`config.mk`:
```
export PLATFORM = sky130hd
export DESIGN_NAME = ser_audio_rx
export DESIGN_NICKNAME = d
export VERILOG_FILES = /design/src/rtl/ser_audio_rx.sv
export SDC_FILE = /design/constraint.sdc
export NUM_CORES = 1
export LEC_CHECK = 0
export BUFFER_PORTS_ARGS = -buffer_cell sky130_fd_sc_hd__buf_2
export CORE_UTILIZATION = 30
export CTS_BUF_LIST = sky130_fd_sc_hd__clkbuf_16
export CTS_CLUSTER_SIZE = 12
export DETAILED_ROUTE_END_ITERATION = 7
export PLACE_DENSITY = 0.54
export SYNTH_ARGS = -nofsm -noshare
export SYNTH_HDL_FRONTEND = slang
export SYNTH_SLANG_ARGS = --single-unit
```
`constraint.sdc`:
```
create_clock -name clk -period 4.3 [get_ports clk]
set_input_delay 0.86 -clock clk [delete_from_list [all_inputs] [get_ports clk]]
set_output_delay 0.86 -clock clk [all_outputs]
set_load 0.03 [all_outputs]
```
`src/rtl/ser_audio_rx.sv`:
```
module ser_audio_rx #(
  parameter int ZERO_RUN = 1024
) (
  input  logic        clk,
  input  logic        rst_n,
  input  logic        bclk_in,
  input  logic        lrck_in,
  input  logic        sdin,
  input  logic [1:0]  fmt,
  input  logic [1:0]  wlen,
  output logic [23:0] out_left,
  output logic [23:0] out_right,
  output logic        out_valid,
  output logic        zero_left,
  output logic        zero_right
);
  localparam int ZMAX = ZERO_RUN + 1;
  localparam int ZCW  = $clog2(ZMAX + 1);
  localparam logic [1:0] F_LJ = 2'd0, F_I2S = 2'd1, F_RJ = 2'd2, F_DSP = 2'd3;

  function automatic logic [23:0] sext(input logic [23:0] v, input logic [1:0] wl);
    case (wl)
      2'd0:    return {{8{v[15]}}, v[15:0]};
      2'd1:    return {{6{v[17]}}, v[17:0]};
      2'd2:    return {{4{v[19]}}, v[19:0]};
      default: return v;
    endcase
  endfunction

  logic [2:0] b_sr;
  logic [1:0] l_sr, d_sr;
  always_ff @(posedge clk or negedge rst_n)
    if (!rst_n) begin
      b_sr <= '0; l_sr <= '0; d_sr <= '0;
    end else begin
      b_sr <= {b_sr[1:0], bclk_in};
      l_sr <= {l_sr[0], lrck_in};
      d_sr <= {d_sr[0], sdin};
    end

  wire rise = b_sr[1] & ~b_sr[2];
  wire lr_s = l_sr[1];
  wire d_s  = d_sr[1];

  logic        lr_q, pend, pch, act, chan;
  logic [4:0]  cnt;
  logic [23:0] sh, lhold;
  logic [ZCW-1:0] zc_l, zc_r;

  wire        lr_chg = lr_s ^ lr_q;
  wire [23:0] sh_nx  = {sh[22:0], d_s};
  wire [4:0]  wbits  = (wlen == 2'd0) ? 5'd16 : (wlen == 2'd1) ? 5'd18 :
                       (wlen == 2'd2) ? 5'd20 : 5'd24;

  logic        start, stch, done, dch, pend_n, pch_n;
  logic [4:0]  cnt_n;
  logic [23:0] dword;

  always_comb begin
    start = 1'b0;
    stch  = 1'b0;
    if (fmt == F_LJ && lr_chg) begin
      start = 1'b1;
      stch  = ~lr_s;
    end else if ((fmt == F_I2S || fmt == F_DSP) && pend) begin
      start = 1'b1;
      stch  = pch;
    end
    cnt_n = start ? 5'd1 : cnt + 5'd1;
    if (fmt == F_RJ) begin
      done  = lr_chg;
      dch   = lr_s;
      dword = sh;
    end else begin
      done  = (start | act) && (cnt_n == wbits);
      dch   = start ? stch : chan;
      dword = sh_nx;
    end
    pend_n = 1'b0;
    pch_n  = 1'b0;
    if (fmt == F_I2S) begin
      pend_n = lr_chg;
      pch_n  = lr_s;
    end else if (fmt == F_DSP) begin
      if (lr_s && !lr_q) begin
        pend_n = 1'b1;
      end else if (done && !dch) begin
        pend_n = 1'b1;
        pch_n  = 1'b1;
      end
    end
  end

  wire [23:0] wsx = sext(dword, wlen);
  wire        wz  = (wsx == '0);

  logic [ZCW-1:0] zc_l_n, zc_r_n;
  always_comb begin
    zc_l_n = zc_l;
    zc_r_n = zc_r;
    if (rise && done && !dch)
      zc_l_n = !wz ? '0 : (int'(zc_l) >= ZMAX) ? zc_l : zc_l + 1'b1;
    if (rise && done && dch)
      zc_r_n = !wz ? '0 : (int'(zc_r) >= ZMAX) ? zc_r : zc_r + 1'b1;
  end

  always_ff @(posedge clk or negedge rst_n)
    if (!rst_n) begin
      lr_q <= 1'b0; pend <= 1'b0; pch <= 1'b0; act <= 1'b0; chan <= 1'b0;
      cnt <= '0; sh <= '0; lhold <= '0;
      out_left <= '0; out_right <= '0; out_valid <= 1'b0;
      zc_l <= '0; zc_r <= '0; zero_left <= 1'b0; zero_right <= 1'b0;
    end else begin
      out_valid  <= 1'b0;
      zc_l       <= zc_l_n;
      zc_r       <= zc_r_n;
      zero_left  <= int'(zc_l_n) > ZERO_RUN;
      zero_right <= int'(zc_r_n) > ZERO_RUN;
      if (rise) begin
        lr_q <= lr_s;
        pend <= pend_n;
        pch  <= pch_n;
        if (fmt == F_RJ || start || act) sh <= sh_nx;
        if (start || act) cnt <= cnt_n;
        act <= (start | act) & ~done & (fmt != F_RJ);
        if (start) chan <= stch;
        if (done && !dch) lhold <= dword;
        if (done && dch) begin
          out_left  <= sext(lhold, wlen);
          out_right <= wsx;
          out_valid <= 1'b1;
        end
      end
    end

  p_valid_single_r7: assert property (@(posedge clk) disable iff (!rst_n)
    out_valid |=> !out_valid);
  p_hold_r7: assert property (@(posedge clk) disable iff (!rst_n)
    !out_valid |-> ($stable(out_left) && $stable(out_right)));
  p_sext16_r5: assert property (@(posedge clk) disable iff (!rst_n)
    (out_valid && wlen == 2'd0) |-> (&out_left[23:15] || ~|out_left[23:15]));
  p_zrise_r9: assert property (@(posedge clk) disable iff (!rst_n)
    $rose(zero_left) |-> $past(rise));
  p_zclear_r10: assert property (@(posedge clk) disable iff (!rst_n)
    (rise && done && !dch && !wz) |=> !zero_left);
endmodule

```
## Word-level counts from Yosys, hierarchy flattened

Index checks and enable logic that the tools add are counted.

| word-level totals | value |
|---|---|
| flip-flop bits (word level) | 138 |
| input port bits | 9 |
| output and inout port bits | 51 |
| logic and storage cells | 91 |

| operators by class | value |
|---|---|
| add/subtract/negate cells | 3 |
| magnitude comparators | 4 |
| eq/ne operators | 7 |
| mux-type cells | 29 |
| bitwise gates (word level) | 8 |
| reductions and logical operators | 22 |

Operators by type and width:

| cell | count |
|---|---|
| $pmux W24 S3 | 2 |
| $mux W11 | 6 |
| $logic_not A24 Y1 | 1 |
| $mux W24 | 1 |
| $add A11 B1 Y11 const B | 2 |
| $ge A11 B11 Y1 const B | 2 |
| $gt A11 B11 Y1 const B | 2 |
| $mux W1 | 16 |
| $mux W4 | 3 |
| $logic_and A1 B1 Y1 | 9 |
| $reduce_and A2 Y1 | 4 |
| $eq A2 B2 Y1 const B | 3 |
| $add A5 B1 Y5 const B | 1 |
| $eq A5 B5 Y1 | 1 |
| $mux W5 | 1 |
| $eq A2 B1 Y1 const B | 2 |
| $logic_not A2 Y1 | 2 |
| $logic_or A1 B1 Y1 | 4 |
| $and A1 B1 Y1 | 3 |
| $not A1 Y1 | 3 |
| $logic_not A1 Y1 | 2 |
| $ne A2 B2 Y1 const B | 1 |
| $or A1 B1 Y1 | 1 |
| $xor A1 B1 Y1 | 1 |

## Longest topological paths before layout

Gate-level depths: netlist of the first run.

| logic depth | value |
|---|---|
| depth after elaboration | 14 |
| mapped depth | 13 |
| gate-level depth less buffers | 12 |

## Worst setup path after synthesis of the first run

No wires, ideal clock.

| timing path | value |
|---|---|
| path kind | in2reg |
| from | input port fmt[1] |
| to | register zero_left |
| setup time | 124 ps |
| arrival | 3127 ps |
| required time | 4176 ps |
| path slack | 1049 ps |
| cell stages on the path | 10 |
| buffers on the path | 1 |
| path through | buf_6 > or3_4 > a31o_1 > o211a_2 > nor4_4 > o21a_2 > o21ai_1 > a22o_1 > or4_1 > o31a_1 |

| between the ends | value |
|---|---|
| word-level cells in the longest chain between the ends | 13 |
| elaborated cells between the ends (all ways) | 27 |
| classes of those cells | order compare: 1; eq/ne: 4; mux: 12; bitwise: 1; reduce/logical: 9 |

RTL lines:

| element | line | source |
|---|---|---|
| start: declaration | 9 | `input logic [1:0] fmt,` |
| $eq A2 B1 Y1 or $eq A2 B2 Y1 (tied branches) | 65 | `end else if ((fmt == F_I2S \|\| fmt == F_DSP) && pend) begin` |
| $logic_or A1 B1 Y1 | 65 |  |
| $logic_and A1 B1 Y1 | 65 |  |
| $mux W1 | 65 |  |
| $mux W1 | 62 | `if (fmt == F_LJ && lr_chg) begin` |
| $mux W5 | 69 | `cnt_n = start ? 5'd1 : cnt + 5'd1;` |
| $eq A5 B5 Y1 | 75 | `done = (start \| act) && (cnt_n == wbits);` |
| $logic_and A1 B1 Y1 | 75 |  |
| $mux W1 | 70 | `if (fmt == F_RJ) begin` |
| $logic_and A1 B1 Y1 (2 in series) | 101 | `if (rise && done && !dch)` |
| $mux W11 * | 101 |  |
| net zc_l_n[8] | 97 | `logic [ZCW-1:0] zc_l_n, zc_r_n;` |
| $gt A11 B11 Y1 * | 117 | `zero_left <= int'(zc_l_n) > ZERO_RUN;` |
| end signal: assignment | 117 |  |
| end: declaration | 14 | `output logic zero_left,` |

The timed path passes the listed nets; every way through them passes the cells marked *.
A chain may end at the register's enable or synchronous reset.

## Worst setup path after layout of the first run

| timing path | value |
|---|---|
| from | register l_sr[1] |
| to | register zero_left |

| between the ends | value |
|---|---|
| word-level cells in the longest chain between the ends | 11 |
| elaborated cells between the ends (all ways) | 17 |
| classes of those cells | order compare: 1; eq/ne: 1; mux: 7; bitwise: 3; reduce/logical: 5 |

RTL lines:

| element | line | source |
|---|---|---|
| start: declaration | 31 | `logic [1:0] l_sr, d_sr;` |
| start signal: assignment | 37 | `l_sr <= {l_sr[0], lrck_in};` |
| $xor A1 B1 Y1 | 50 | `wire lr_chg = lr_s ^ lr_q;` |
| $logic_and A1 B1 Y1 | 62 |  |
| $mux W1 | 62 |  |
| $mux W5 | 69 |  |
| $eq A5 B5 Y1 | 75 |  |
| $logic_and A1 B1 Y1 | 75 |  |
| $mux W1 | 70 |  |
| $logic_and A1 B1 Y1 | 101 |  |
| $logic_and A1 B1 Y1 * | 101 |  |
| $mux W11 * | 101 |  |
| net zc_l_n[8] | 97 |  |
| $gt A11 B11 Y1 * | 117 |  |

Marked as above.

==> results of run 1 <==
[per-layer routing]
| metal | share of wire, % | vias to the layer above | track usage [%] |
|---|---|---|---|
| li1 | - | 2329 | - |
| met1 | 51 | 2223 | 20.2 |
| met2 | 44 | 89 | 19.9 |
| met3 | 3.8 | 14 | 3.52 |
| met4 | 1.3 | 0 | 5.36 |
| met5 | 0 | - | 0 |
[power by group]
group          internal, W  leakage [nW]  switching [W]  total [W]
registers          0.00153          1.84       0.000202    0.00174
logic             0.000342          1.50       0.000540   0.000882
clock network     0.000909         0.282       0.000563    0.00147
total              0.00278          3.63        0.00130    0.00409
[final cells by class]
class | instances | share of cell area [%]
Sequential cell | 138 | 44.9
Multi-Input combinational cell | 430 | 37.1
Clock buffer | 17 | 5.53
Timing Repair Buffer | 70 | 5.00
Tap cell | 275 | 4.48
Clock inverter | 15 | 2.25
Inverter | 15 | 0.732
[worst register-to-register path, stage by stage, from the launching register on]
cell and delay [ps]:
dfrtp_1 420, ha_1 380, nand2b_1 180, o32ai_1 480
o21ai_1 200, nor4_4 240, o21a_2 330, o21ai_1 110
a22o_1 250, or4_1 520, o31a_1 240
[placed cells by master, fill, tap and decap left out, types with 4 or more instances in the layout]
cell         n
a21o_1       6
a21oi_1     18
a22o_1       8
and3_1       8
buf_2       58
buf_4       11
clkbuf_16   17
dfrtp_1    138
ha_1         6
inv_1       14
mux2_2      42
mux2i_1     23
nand2_1     88
nand2b_1     6
nand3_1     12
nor2_1      29
nor2b_1      7
nor3_1      12
nor4_1       4
o211ai_1     6
o21a_1       5
o21ai_0     64
o21ai_1     10
o31ai_1      6
[per-stage QoR]
| stage | std cells | setup WS, ps | power [W] |
|---|---|---|---|
| 3_3_place_gp | 928 | 663 | 0.00265 |
| 5_1_grt | 960 | 642 | 0.00433 |
| 2_1_floorplan | 613 | 1050 | 0.00236 |
| 6_report | 960 | 832 | 0.00409 |
| 3_5_place_dp | 928 | 582 | 0.00266 |
| 4_1_cts | 960 | 839 | 0.00414 |
[Yosys cell counts (4+ instances only)]
cell type | n | area [µm²]
inv_1 | 14 | 52.6
buf_2 | 8 | 40.0
mux2i_1 | 23 | 230
nand3_1 | 12 | 60.1
buf_6 | 5 | 56.3
a22o_1 | 8 | 70.1
dfrtp_1 | 138 | 3450
ha_1 | 6 | 75.1
a21oi_1 | 18 | 90.1
o21ai_0 | 64 | 320
o31ai_1 | 7 | 52.6
nor2b_1 | 7 | 43.8
nor4_1 | 4 | 25.0
a21o_1 | 6 | 45.0
and3_1 | 8 | 50.1
mux2_2 | 42 | 473
o21ai_1 | 11 | 55.1
o21a_1 | 5 | 37.5
clkbuf_1 | 13 | 48.8
o211ai_1 | 6 | 45.0
nand2b_1 | 6 | 37.5
nor3_1 | 12 | 60.1
nand2_1 | 88 | 330
nor2_1 | 29 | 109
[how the worst max path moves through the flow]
stage / end / slack [ps] / depth (start not counted) / from
2_1_floorplan: zero_left$_DFF_PN0_ / 1050 / 10 / fmt[1]
3_3_place_gp: zero_left$_DFF_PN0_ / 660 / 10 / fmt[1]
3_5_place_dp: zero_right$_DFF_PN0_ / 580 / 11 / fmt[0]
4_1_cts: zero_left$_DFF_PN0_ / 840 / 10 / l_sr[1]$_DFF_PN0_
5_1_grt: zero_left$_DFF_PN0_ / 640 / 10 / l_sr[1]$_DFF_PN0_
6_report: zero_left$_DFF_PN0_ / 830 / 10 / l_sr[1]$_DFF_PN0_
[logic make-up after synthesis]
family	Yosys count	share of synthesized area, %
simple gates	198	15.2
compound gates	158	15.7
flops	138	53.2
mux	66	11.0
buf+inv	45	3.39
fa+ha+maj	6	1.16
xor+xnor	2	0.270
[sequential cells by signal, summed over array words and instances (netlist names)]
name        cells
act             1
b_sr            3
chan            1
cnt             5
d_sr            2
l_sr            2
lhold          24
lr_q            1
out_left       24
out_right      24
out_valid       1
pch             1
pend            1
sh             24
zc_l           11
zc_r           11
zero_left       1
zero_right      1
==> results_dict.tcl, run 1 <==
set metrics [dict create \
    vias 4655 \
    cp-end-kind "register" \
    cp_num_buf_inv 0 \
    fin_nets 687 \
    ys_warn_count 0 \
    antenna_found_initial 0 \
    cts.repair.resized 0 \
    status "finished, final reports clean" \
    cp_slowest_cell "or4_1" \
    die_y_um 149 \
    layout_min_cycle_time_ps 3470 \
    tns_ps 0 \
    fin_crit_sh_pct 80.6 \
    clock_latency_ps 420 \
    drv_cap 0 \
    clock-sinks 138 \
    hold_violations 0 \
    path_common_cell "o21ai_1" \
    ir_drop_uv 218 \
    first_iter_violations 313 \
    worstPathCellList "ha_1 > nand2b_1 > o32ai_1 > o21ai_1 > nor4_4 > o21a_2 > o21ai_1 > a22o_1 > or4_1 > o31a_1" \
    cts_tree "built" \
    cp.arrival_ps 3780 \
    critical_path.top_delay_family "compound AO/OA/AOI/OAI gates" \
    dr.pass1.iters 5 \
    postRouteAntennaNets 0 \
    slew_viol_final 0 \
    fill_cells 2083 \
    hpwl_mm 10.2 \
    synth-edff-count 0 \
    clock_skew_ps 9.01 \
    cts_root_buf "clkbuf_16" \
    diodes 0 \
    slew_headroom_pct 43.9 \
    cpPeakStageDelay_ps 520 \
    drc 0 \
    synth_cells 613 \
    core_area_mm2 0.0212 \
    syn-cell-area_mm2 0.00649 \
    ys_seq_elements 138 \
    placementRows 53 \
    fin_hold_ws_ps 345 \
    synthArstFlopShare_pct 100 \
    grt_pass1_wl_mm 24.1 \
    grt_use_total_pct 14.0 \
    drive_gt1_share_pct 24.5 \
    fmax_mhz 288 \
    hold_depth 0 \
    synth_seq_area_share_pct 53.2 \
    clockBufferDepth 2 \
    cts_buffers 17 \
    critPathLaunchType "register" \
    hp-class "register to register" \
    grt_pass1_vias 4534 \
    synth_flop_cell "dfrtp_1" \
    setup_viol 0 \
    wl_mm 14.4 \
    crit_type "register to register" \
    p_per_area_mw_per_mm2 532 \
    r2r-start "l_sr[1]$_DFF_PN0_" \
    grt_overflow_total 0 \
    fp.dieArea_mm2 0.0222 \
    start_util_pct 30.7 \
    port_buffers 59 \
    grt_max_degree 81 \
    hold_buffers 0 \
    stdcell_area_mm2 0.00769 \
    rsz0062_at_grt "no" \
    cts.clk_slew.worst_paths_ps 60 \
    wire_per_inst_um 15.0 \
    r2r_slack_ps 830 \
    p_leak_nw 3.63 \
    syn-num-nets 628 \
    area_growth_syn_to_layout_pct 18.4 \
    cts_max_level 4 \
    critPathRequiredTime_ps 4610 \
    placed_area_mm2 0.00709 \
    holdCritStartpoint "b_sr[0]$_DFF_PN0_" \
    ys_types 70 \
    gp_congestion 0.811 \
    rr_worst_depth 10 \
    worst_pin_slew_ps 830 \
    fp.dieW_um 149 \
    ios 60 \
    multi_input_area_mm2 0.00285 \
    final_core_util_pct 36.3 \
    avgSynthCellArea_um2 10.6 \
    register_area_mm2 0.00345 \
    min_to "b_sr[1]$_DFF_PN0_" \
    vias_per_cell 4.85 \
    post-cts-setup-buffers 0 \
    critical_path.max_fanout 13 \
    timing.rr.end "zero_left$_DFF_PN0_" \
]
(Power assumes the default switching activity.)
==> inputs of run 2 (changes only) <==
- ABC_AREA: default -> 1
- PLACE_DENSITY: 0.54 -> 0.56
- clock period: 4.3 -> 3 ns (I/O delays scaled with it)
==> run 2 against run 1 <==
Sequential cell count unchanged. Critical path depth increased by 8. Clock power increased by 41%. Synthesized cell count increased by 42%. Sequential share of layout area decreased by 2.4 points. Register-to-register slack got worse by 480 ps. First-iteration DRC count increased by 4.2%. Combinational power increased to 3.1 times the previous value. Worst setup slack got worse by 480 ps. Synthesized area increased by 3.4%. Global-route usage increased by 1.9 points. Critical path type unchanged. Critical endpoint is now zero_right$_DFF_PN0_.
==> results_dict.tcl, run 2 <==
set metrics [dict create \
    setup_viol 0 \
    grt_use_total_pct 15.9 \
    path_common_cell "nand2_1" \
    final_core_util_pct 37.1 \
    ir_drop_uv 360 \
    syn-num-nets 883 \
    antenna_found_initial 0 \
    ios 60 \
    first_iter_violations 326 \
    clock-sinks 138 \
    synth_flop_cell "dfrtp_1" \
    avgSynthCellArea_um2 7.74 \
    diodes 0 \
    crit_type "register to register" \
    critical_path.top_delay_family "simple AND/OR/NAND/NOR gates" \
    power_w 0.00782 \
    grt_overflow_total 0 \
    clockBufferDepth 2 \
    wire_per_inst_um 13.7 \
    p_per_area_mw_per_mm2 964 \
    cp_num_buf_inv 3 \
    area_growth_syn_to_layout_pct 20.8 \
    cp.arrival_ps 2970 \
    fin_nets 964 \
    clock_latency_ps 430 \
    cpPeakStageDelay_ps 380 \
    syn-cell-area_mm2 0.00672 \
    core_area_mm2 0.0219 \
    worstPathCellList "ha_1 > nor2_1 > nand2_1 > buf_4 > o21ai_0 > a21oi_1 > nand2_1 > nand2_1 > nor2_1 > and3_1 > buf_12 > nand2_1 > nand2_1 > nand2_1 > nor2_1 > nand3_1 > nand2_1 > inv_1" \
    hp-class "input port to asynchronous set/reset pin" \
    startpoint "l_sr[1]$_DFF_PN0_" \
    cp-end-kind "register" \
    synth_cells 868 \
    synthArstFlopShare_pct 100 \
    ys_warn_count 0 \
    yosysTopAreaCellShare_pct 51.4 \
    placementRows 54 \
    timing.rr.end "zero_right$_DFF_PN0_" \
    cts_tree "built" \
    p_leak_nw 4.20 \
    fill_cells 2333 \
    synth.area.top_cells "dfrtp_1 51%, nand2_1 17%, o21ai_0 6.7%" \
    cts.clk_slew.worst_paths_ps 60 \
    tns_ps 0 \
    grt_pass1_wl_mm 27.8 \
    drc 0 \
    rsz0062_at_grt "no" \
    r2r_slack_ps 360 \
    wl_mm 17.0 \
    fin_hold_ws_ps 205 \
    r2r-start "l_sr[1]$_DFF_PN0_" \
    dr.pass1.iters 5 \
    fin_crit_sh_pct 88.1 \
    critical_path.max_fanout 18 \
    drv_cap 0 \
    die_y_um 152 \
    hpwl_mm 12.2 \
    status "finished, final reports clean" \
    vias 5635 \
    slew_headroom_pct 50.7 \
    drive_gt1_share_pct 14.9 \
    gp_congestion 0.848 \
    cts.repair.resized 0 \
    ys_types 35 \
    cts_max_level 4 \
    hold_buffers 0 \
    port_buffers 59 \
    layout_commonest_cell "nand2_1" \
    clock_skew_ps 12.6 \
    critPathLaunchType "register" \
    cts_root_buf "clkbuf_16" \
    hold_violations 0 \
    rr_worst_depth 18 \
    synth_seq_area_share_pct 51.4 \
    fmax_mhz 378 \
    worst_pin_slew_ps 739 \
    fp.dieW_um 152 \
    yosys.area.top_type "dfrtp_1" \
    slew_viol_final 0 \
    vias_per_cell 4.54 \
    post-cts-setup-buffers 0 \
    start_util_pct 30.7 \
    grt_pass1_vias 5386 \
    cp_slowest_cell "dfrtp_1" \
    postRouteAntennaNets 0 \
    fp.dieArea_mm2 0.0230 \
    layout_common_cells "301 x nand2_1, 138 x dfrtp_1, 103 x inv_1" \
    grt_max_degree 76 \
    ys_seq_elements 138 \
    critPathRequiredTime_ps 3330 \
    cts_buffers 17 \
    ys_top_cells_by_count "302 x nand2_1, 138 x dfrtp_1, 103 x inv_1" \
    synth_most_common_cell "nand2_1" \
    synth-edff-count 0 \
    layout_min_cycle_time_ps 2640 \
]
-- run 2: cell types whose count changed in the layout (fill, tap and decap cells not counted), moves of 20 or more --
cell	before	now
nand2_1	88	301
inv_1	14	103
mux2_2	42	1
nand3_1	12	48
nor2_1	29	58
o21ai_0	64	89
mux2i_1	23	0
buf_4	11	31
-- run 2: logic make-up after synthesis --
group	synth area share [%]
AO/OA/AOI/OAI	9.74
XOR/XNOR	1.30
adder cells (fa/ha/maj)	1.12
buffers and inverters	8.64
flip-flops	51.4
multiplexers	0.168
AND/OR/NAND/NOR	27.6
-- run 2: worst register-to-register path, delay by kind of cell (launching register included) --
kind                       cells  cell delay [ps]
and+or+nand+nor               12             1260
adders and majority gates      1              350
DFF                            1              380
AOI/OAI and AO/OA              2              220
buffers and inverters          3              350
-- run 2: how the worst max path moves through the flow --
stage	endpoint	slack (ps)	depth (start not counted)
floorplan	zero_left$_DFF_PN0_	660	17
finish	zero_right$_DFF_PN0_	360	18
detailed placement	zero_left$_DFF_PN0_	90	19
global route	zero_right$_DFF_PN0_	20	18
CTS	zero_right$_DFF_PN0_	330	18
global placement	zero_left$_DFF_PN0_	140	17
-- run 2: area by class of cell --
cell class,instances,area (µm²),area share [%]
Inverter,105,394,4.86
Multi-Input combinational cell,591,2690,33.1
Clock buffer,17,425,5.24
Timing Repair Buffer,96,654,8.06
Sequential cell,138,3450,42.6
Clock inverter,15,148,1.82
Tap cell,280,350,4.32
-- run 2: through the flow --
stage | instances | setup WS [ps] | area (µm²)
finish | 1242 | 356 | 8110
global route | 1242 | 19.4 | 8110
CTS | 1242 | 327 | 8110
detailed placement | 1210 | 87.3 | 7540
global placement | 1210 | 143 | 7540
floorplan | 868 | 656 | 6720
-- run 2: per-layer routing --
metal	track usage, %	share of wire (%)
met1	21.2	49
met2	24.9	46
met3	3.47	3.5
met4	6.58	2.3
met5	0	0
-- run 2: power breakdown --
group	switching (W)	total, W	internal [W]
combinational	0.00182	0.00271	0.000886
clock	0.000846	0.00207	0.00122
sequential	0.000467	0.00304	0.00258
total	0.00314	0.00782	0.00468
